**src/rtl/serial_code_lock_pkg.sv**
```systemverilog
package serial_code_lock_pkg;

  typedef enum logic [1:0] {
    LK_IDLE  = 2'd0,
    LK_ARMED = 2'd1,
    LK_IDENT = 2'd2,
    LK_OPEN  = 2'd3
  } lockState_t;

  typedef struct packed {
    logic captureEn;
    logic shiftEn;
    logic stepEn;
    logic clearEn;
  } dpStrobe_t;

endpackage

```
**src/rtl/serial_code_lock_dp.sv**
```systemverilog
module serial_code_lock_dp
  import serial_code_lock_pkg::*;
#(
  parameter int CODE_BITS = 64,
  parameter logic [CODE_BITS-1:0] KEY = '0,
  parameter logic [CODE_BITS-1:0] IDENT = '0
) (
  input  logic      clk,
  input  logic      rstN,
  input  dpStrobe_t strobe,
  input  logic      dataIn,
  output logic      codeMatch,
  output logic      countLast,
  output logic      identBit
);

  localparam int CW = (CODE_BITS > 1) ? $clog2(CODE_BITS) : 1;
  localparam logic [CW-1:0] LAST_IDX = CW'(CODE_BITS - 1);

  logic                 sampleBit;
  logic [CODE_BITS-1:0] shiftReg;
  logic [CODE_BITS-1:0] shiftNext;
  logic [CW-1:0]        bitCount;

  // newest bit enters at the top, so the first bit lands in position 0
  if (CODE_BITS > 1) begin : g_wide
    assign shiftNext = {sampleBit, shiftReg[CODE_BITS-1:1]};
  end else begin : g_single
    assign shiftNext = sampleBit;
  end

  assign codeMatch = (shiftNext == KEY);
  assign countLast = (bitCount == LAST_IDX);
  assign identBit  = IDENT[bitCount];

  always_ff @(posedge clk or negedge rstN) begin
    if (!rstN) begin
      sampleBit <= 1'b0;
      shiftReg  <= '0;
      bitCount  <= '0;
    end else begin
      if (strobe.captureEn) sampleBit <= dataIn;
      if (strobe.shiftEn)   shiftReg  <= shiftNext;
      if (strobe.clearEn)     bitCount <= '0;
      else if (strobe.stepEn) bitCount <= bitCount + CW'(1);
    end
  end

  // each accepted bit advances the position by exactly one
  a_r3_count_steps: assert property (@(posedge clk) disable iff (!rstN)
    (strobe.stepEn && !strobe.clearEn) |=> (bitCount == $past(bitCount) + CW'(1)));

  // a cleared position starts the next phase at bit 0
  a_r6_clear_to_zero: assert property (@(posedge clk) disable iff (!rstN)
    strobe.clearEn |=> (bitCount == '0));

endmodule

```
**src/rtl/serial_code_lock_ctrl.sv**
```systemverilog
module serial_code_lock_ctrl
  import serial_code_lock_pkg::*;
(
  input  logic      clk,
  input  logic      rstN,
  input  logic      powerGood,
  input  logic      ceN,
  input  logic      rdN,
  input  logic      weN,
  input  logic      codeMatch,
  input  logic      countLast,
  output dpStrobe_t strobe,
  output logic      dataOe,
  output logic      memEnable
);

  lockState_t state;
  lockState_t stateNext;
  logic wrActive, rdActive;
  logic wrPrev, rdPrev;
  logic wrEnd, rdEnd;

  assign wrActive = !ceN && !weN;
  assign rdActive = !ceN && !rdN;
  assign wrEnd    = wrPrev && !wrActive;
  assign rdEnd    = rdPrev && !rdActive;

  always_comb begin
    stateNext        = state;
    strobe           = '0;
    strobe.captureEn = wrActive;
    if (!powerGood) begin
      stateNext      = LK_IDLE;
      strobe.clearEn = 1'b1;
    end else begin
      unique case (state)
        LK_IDLE: begin
          if (rdEnd) begin
            stateNext      = LK_ARMED;
            strobe.clearEn = 1'b1;
          end
        end
        LK_ARMED: begin
          if (rdEnd) begin
            stateNext      = LK_IDLE;
            strobe.clearEn = 1'b1;
          end else if (wrEnd) begin
            strobe.shiftEn = 1'b1;
            if (countLast) begin
              strobe.clearEn = 1'b1;
              stateNext      = codeMatch ? LK_IDENT : LK_IDLE;
            end else begin
              strobe.stepEn = 1'b1;
            end
          end
        end
        LK_IDENT: begin
          if (wrEnd) begin
            stateNext      = LK_IDLE;
            strobe.clearEn = 1'b1;
          end else if (rdEnd) begin
            if (countLast) begin
              stateNext      = LK_OPEN;
              strobe.clearEn = 1'b1;
            end else begin
              strobe.stepEn = 1'b1;
            end
          end
        end
        LK_OPEN: ;
        default: stateNext = LK_IDLE;
      endcase
    end
  end

  always_ff @(posedge clk or negedge rstN) begin
    if (!rstN) begin
      state  <= LK_ARMED;
      wrPrev <= 1'b0;
      rdPrev <= 1'b0;
    end else begin
      state  <= stateNext;
      wrPrev <= wrActive;
      rdPrev <= rdActive;
    end
  end

  assign dataOe    = (state == LK_IDENT) && rdActive && powerGood;
  assign memEnable = (state == LK_OPEN) && powerGood;

  // loss of power-good always relocks
  a_r9_power_relock: assert property (@(posedge clk) disable iff (!rstN)
    !powerGood |=> (state == LK_IDLE));

  // a read during the code phase aborts
  a_r4_read_aborts: assert property (@(posedge clk) disable iff (!rstN)
    (powerGood && state == LK_ARMED && rdEnd) |=> (state == LK_IDLE));

  // a write during the identifier phase relocks
  a_r7_write_relocks: assert property (@(posedge clk) disable iff (!rstN)
    (powerGood && state == LK_IDENT && wrEnd) |=> (state == LK_IDLE));

  // once open, stays open while power is good
  a_r8_open_holds: assert property (@(posedge clk) disable iff (!rstN)
    (powerGood && state == LK_OPEN) |=> (state == LK_OPEN));

  // the data line is never driven while memory is passed through
  a_r11_no_drive_when_open: assert property (@(posedge clk) disable iff (!rstN)
    dataOe |-> !memEnable);

endmodule

```
**src/rtl/serial_code_lock.sv**
```systemverilog
module serial_code_lock
  import serial_code_lock_pkg::*;
#(
  parameter int CODE_BITS = 64,
  parameter logic [CODE_BITS-1:0] KEY = 64'hC3A5_1E0F_96D2_4B78,
  parameter logic [CODE_BITS-1:0] IDENT = 64'h0123_4567_89AB_CDEF
) (
  input  logic clk,
  input  logic rstN,
  input  logic powerGood,
  input  logic ceN,
  input  logic rdN,
  input  logic weN,
  input  logic dataIn,
  output logic dataOut,
  output logic dataOe,
  output logic memEnable
);

  dpStrobe_t strobe;
  logic codeMatch, countLast, identBit;

  serial_code_lock_ctrl u_ctrl (
    .clk       (clk),
    .rstN      (rstN),
    .powerGood (powerGood),
    .ceN       (ceN),
    .rdN       (rdN),
    .weN       (weN),
    .codeMatch (codeMatch),
    .countLast (countLast),
    .strobe    (strobe),
    .dataOe    (dataOe),
    .memEnable (memEnable)
  );

  serial_code_lock_dp #(
    .CODE_BITS (CODE_BITS),
    .KEY       (KEY),
    .IDENT     (IDENT)
  ) u_dp (
    .clk       (clk),
    .rstN      (rstN),
    .strobe    (strobe),
    .dataIn    (dataIn),
    .codeMatch (codeMatch),
    .countLast (countLast),
    .identBit  (identBit)
  );

  assign dataOut = dataOe ? identBit : 1'b0;

endmodule

```
**config.mk**
```make
export PLATFORM = sky130hd
export DESIGN_NAME = serial_code_lock
export DESIGN_NICKNAME = d
export VERILOG_FILES = /design/src/rtl/serial_code_lock_pkg.sv /design/src/rtl/serial_code_lock_dp.sv /design/src/rtl/serial_code_lock_ctrl.sv /design/src/rtl/serial_code_lock.sv
export SDC_FILE = /design/constraint.sdc
export NUM_CORES = 1
export LEC_CHECK = 0
export BUFFER_PORTS_ARGS = -buffer_cell sky130_fd_sc_hd__buf_4
export CAP_MARGIN = 25
export CORE_AREA = 2 2 96 98
export DETAILED_ROUTE_END_ITERATION = 8
export DIE_AREA = 0 0 98 100
export SYNTH_ARGS = -nofsm -noshare
export SYNTH_HDL_FRONTEND = slang
export SYNTH_HIERARCHICAL = 1
export SYNTH_SLANG_ARGS = --single-unit
```
**constraint.sdc**
```tcl
create_clock -name clk -period 2.05 [get_ports clk]
set_clock_uncertainty 0.1 [all_clocks]
set_input_delay 0.3075 -clock clk [delete_from_list [all_inputs] [get_ports clk]]
set_output_delay 0.3075 -clock clk [all_outputs]
set_load 0.02 [all_outputs]
```
# [After elaboration in Yosys (flattened, before gate mapping)]
# Memories as Yosys holds them, arrays and structs flattened.
# Cells that the tools add are included.
[classes] muxes=28 n_reduce_logical=15 n_lt_le_gt_ge=1 addsub=1 eq_ne=11
[op_table] cell="== test 64 bit (second input constant)" n=1
[op_table] cell="two-way mux 2 bit" n=12
[op_table] cell="two-way mux 6 bit" n=2
[op_table] cell="two-way mux 1 bit" n=10
[op_table] cell="inequality test 4 x 2 -> 1 bit (second input constant)" n=2
[op_table] cell="inequality test 4 x 3 -> 1 bit (second input constant)" n=2
[op_table] cell="logical AND 1 bit" n=7
[op_table] cell="< comparator 6 x 7 -> 1 bit (second input constant)" n=1
[op_table] cell="adder 6 x 1 -> 6 bit (second input constant)" n=1
[op_table] cell="== test 6 bit (second input constant)" n=1
[op_table] cell="one-hot mux 2 bit (3 select lines)" n=1
[op_table] cell="AND reduction 6 bit" n=1
[op_table] cell="zero test 1 bit" n=5
[op_table] cell="== test 2 bit (second input constant)" n=2
[op_table] cell="inequality test 4 x 1 -> 1 bit (second input constant)" n=1
[op_table] cell="two-way mux 3 bit" n=1
[op_table] cell="inequality test 3 x 2 -> 1 bit (second input constant)" n=1
[op_table] cell="one-hot mux 1 bit (3 select lines)" n=1
[op_table] cell="== test 2 x 1 -> 1 bit (second input constant)" n=1
[op_table] cell="zero test 2 bit" n=1
[op_table] cell="one-hot mux 1 bit (2 select lines)" n=1
[op_table] cell="nonzero test 2 bit" n=1
[totals] rom_bits=64 inputBits=7 mem_count=1 wordCells=63 regBits=75 out_inout_bits=3
[mem_list] name="(no name shown)" words=64 word_bits=1 read_ports=1 rd_ports_with_merged_regs=0 write_ports=0 line="serial_code_lock_dp.sv:34" text="assign identBit = IDENT[bitCount];"

# [Logic depth before layout (Yosys ltp)]
[depth] depth_word=10 ltp_mapped=10 depth_no_buf=8

# [Modules after synthesis]
# Netlist, hierarchy kept.
[by_module_without_submodules] module="serial_code_lock_dp" seq_area_each_um2=1751.7 n_inst=1 area_per_inst_um2=3040.4 cells_each=208
[by_module_without_submodules] module="serial_code_lock_ctrl" seq_area_each_um2=101.3 n_inst=1 area_per_inst_um2=369.1 cells_each=41
[by_module_without_submodules] module="serial_code_lock" seq_area_each_um2=0.0 n_inst=1 area_per_inst_um2=6.3 cells_each=1

# [Worst setup path after synthesis]
# OpenSTA, ideal clock, no wires.
[synth_path] kind="reg-to-output" from="register u_dp.bitCount[0]" to="output dataOut" t_required_ps=1642 setup_slack_ps=-253 t_arrival_ps=1895 stages_incl_launch_ff=8 path_buffers=0 path_cell_list="dfrtp_1 inv_1 ha_1 nand2_1 o21ai_1 mux4_2 mux2_2 and2_1"
[synth_between] elab_chain_cells=3
[synth_rtl] item="start: declaration" line="serial_code_lock_dp.sv:23" text="logic [CW-1:0] bitCount;"
[synth_rtl] item="start signal: assignment" line="serial_code_lock_dp.sv:45" text="else if (strobe.stepEn) bitCount <= bitCount + CW'(1);"
[synth_rtl] item="memory read (64 x 1 bit)"
[synth_rtl] item="two-way mux 1 bit (implied by the code)" line="serial_code_lock_dp.sv:34"
[synth_rtl] item="net identBit" line="serial_code_lock.sv:21" text="logic codeMatch, countLast, identBit;"
[synth_rtl] item="two-way mux 1 bit" line="serial_code_lock.sv:51" text="assign dataOut = dataOe ? identBit : 1'b0;"
[synth_rtl] item="end: declaration" line="serial_code_lock.sv:15" text="output logic dataOut,"
# The timed path passes the listed nets, and every way through them passes these cells. The select of a mux whose other input is x is not followed.

# [Worst setup path after layout]
[layout_path] from="register u_dp.bitCount[1]" to="output dataOut"
# Same word-level chain as after synthesis.

==> flow_summary.toml <==
[route]
dr_total_vias = 2094
firstDrtPassIters = 4
post_drt_wl_per_cell_um = 16.1
drtIter0Drc = 54
route.detailed.drc = 0
drt-total-wl_um = 6520
detail-route-antenna-nets = 0
viasPerCell = 5.17

[worst_setup_path]
cp_slowest_cell = "dfrtp_2"
cp.required_ps = 1640
crit_family = "multiplexers"
timing.rr.start = "u_ctrl/state[0]"
cp_slowest_stage_delay_ps = 460
cp_num_buf_inv = 2
rrSetupSlack_ps = -20
path_max_fanout = 5
crit_chain = "inv_4 > ha_4 > nand2_2 > o21ai_1 > mux4_2 > mux2_4 > and2_4 > buf_6"
cp-end-kind = "output pin"
worst-r2r-cell-count = 9
worst_setup_path_start_kind = "flip-flop"
worstSetupPathType = "flip-flop to output pin"
reg2reg_to = "u_dp/shiftReg[1]"
arrival_ps = 2180

[placement]
place_congestion = 0.729
hpwlAfterDp_um = 3730
dpl_cell_area_sq_um = 3740
portBuffers = 9

[sta]
fmax_ghz = 0.387
finalCriticalPeriod_ps = 2590
tns_ps = -719
setup_viol = 17
setup_slack_ps = -537
tightest_slew_ps = 503
slew_headroom = 0.665
fin_crit_sh = 1.26
hold_viol_final = 0
grt_setup_unrepaired = "true"
slew_viol_final = 0

[die]
num_io_pins = 10
die_x_um = 98
die_y_um = 100
start_util = 0.384
core_sq_um = 8890
die_area_sq_um = 9800
rows = 35

[final_layout]
n_antenna_cell = 0
nNetsFinal = 308
area_delta_synth_final_pct = 27.7
fin_area_sq_um = 4360
drive_gt1_frac = 0.500

[power]
p_leak_nw = 2.08
switching_share = 0.245
intPower_mw = 2.13
switching_power_mw = 0.690
power_frac_comb = 0.055
p_per_area_nw_per_um2 = 647
pwr-share-seq = 0.527
peakVddDrop_mv = 0.352
pwr-share-clk = 0.418

[global_routing]
antenna_found_initial = 0
grt_pass1_vias = 2085
grt_overflow = 0
grt.total_usage = 0.127
grt_max_degree = 64
grt_pass1_wl_um = 10000

[yosys]
yosys.area.top_type = "dfrtp_1"
synth_async_sr_flop_share = 1.00
synth-edff-count = 0
syn_nets = 269
synthTopCellsByArea = "dfrtp_1 (53%), mux2_2 (20%), ha_1 (4.4%), mux2i_1 (1.5%), mux4_2 (1.3%)"
seq_area_frac_synth = 0.542
synth_most_common_cell = "dfrtp_1"
ys_types = 39
syn-instance-count = 250
ys.flop_type = "dfrtp_1"
syn_avg_cell_area_sq_um = 13.7
yosys_warnings = 6
ys_ff_latch = 74
ys_top_cells_by_count = "dfrtp_1 (73), mux2_2 (62), ha_1 (12)"
synth_top_cell_area_share = 0.535
netlist_area_sq_um = 3420

[job]
cap_violations = 0

[clock_network]
clock_latency_ps = 340
clkSlewWorstSetupHoldPaths_ps = 90
tritoncts = "done"
htreeDepth = 3
cts_sinks = 74
ctsRootBufferMaster = "clkbuf_8"
cts_made_buffers = 9
clk_path_buf_depth = 2

[min_path]
min_from = "rdN"
whs_path_depth = 2
hold_end = "u_ctrl/rdPrev"
hold_path_class = "primary input to flip-flop"

[status]
status = "complete, but fails checks"
violations = "negative setup slack"
[power by group through the flow]
stage,combinational (mW),sequential (mW),clock (mW)
3_5_place_dp,0.120,1.52,0
3_3_place_gp,0.120,1.52,0
2_1_floorplan,0.0575,1.51,0
4_1_cts,0.128,1.49,1.23
5_1_grt,0.171,1.49,1.28
6_report,0.155,1.49,1.18
[worst register-to-register path, delay by kind of cell, from the launching register on]
kind / cells / cell delay (ps)
mux: 1 / 300
fa+ha+maj: 1 / 140
simple gates: 2 / 250
flops: 1 / 560
buf+inv: 5 / 610
[state kept, by name, indices dropped and copies added (netlist names)]
name and flops:
u_ctrl/rdPrev 1, u_ctrl/state 2, u_dp/sampleBit 1, u_dp/shiftReg 63, u_dp/bitCount 6, u_ctrl/wrPrev 1
[area by class of cell]
cell class | instances | area, sq um
clock buffer | 9 | 124
inverter | 7 | 31.3
sequential | 74 | 1860
clock inverter | 7 | 83.8
timing repair buffer | 39 | 424
multi-input combinational | 158 | 1700
fill | 788 | 4530
tap | 111 | 139
[stage by stage]
step | power, mW | utilization | setup slack, ps | cells | hold slack, ps
after floorplan | 1.57 | - | -54.8 | 250 | -88.1
after global placement | 1.64 | 0.421 | -204 | 374 | 211
after detailed placement | 1.64 | 0.421 | -231 | 374 | 214
after CTS | 2.84 | 0.449 | -562 | 393 | 5.64
after global routing | 2.94 | 0.491 | -623 | 405 | 9.51
final | 2.82 | 0.491 | -537 | 405 | 21.8
[worst max-delay path by stage]
stage,start,end,cells past startpoint
2_1_floorplan,u_dp/bitCount[1],dataOut,7
3_3_place_gp,u_dp/bitCount[1],dataOut,8
3_5_place_dp,u_dp/bitCount[1],dataOut,8
4_1_cts,u_dp/bitCount[0],dataOut,8
5_1_grt,u_dp/bitCount[0],dataOut,8
6_report,u_dp/bitCount[1],dataOut,8
[cell families (layout without fill, tap and decap cells)]
family / count (synthesis) / count (layout) / synth area share
DFF: 74 / 74 / 0.542
muxes: 72 / 72 / 0.242
and+or+nand+nor: 53 / 53 / 0.102
buffers and inverters: 18 / 62 / 0.0216
AOI/OAI and AO/OA: 16 / 16 / 0.0348
adders and majority gates: 12 / 12 / 0.0440
xor gates and xnor gates: 5 / 5 / 0.0128
[layer usage]
layer / wire length (um) / track usage / vias up
met5: 0 / 0 / -
met4: 112 / 0.0577 / 0
met3: 131 / 0.0237 / 9
met2: 3000 / 0.202 / 24
met1: 3280 / 0.171 / 1071
li1: - / - / 990
[timing repair]
| action | CTS | global route |
|---|---|---|
| setup buffers | 2 | 9 |
| resized for setup | 6 | 64 |
| endpoints found under the setup margin | 9 | 72 |
| cloned | 0 | 4 |
| endpoints found under the hold margin | 36 | 0 |
| hold buffers | 1 | 0 |
| pin swaps | 2 | 13 |
[cell usage in the layout, fill, tap and decap left out, types with 4 or more instances in the layout]
cell type,n
mux2_4,33
buf_12,5
dfrtp_1,70
buf_6,7
ha_1,9
buf_4,22
nand2_1,9
o21ai_2,4
and4b_1,4
xor2_1,4
nor4b_1,5
inv_1,4
nor2_1,8
mux2_2,30
nand4_1,6
mux2i_1,5
clkbuf_8,9
Note: power is estimated with default switching activity, not from simulation.
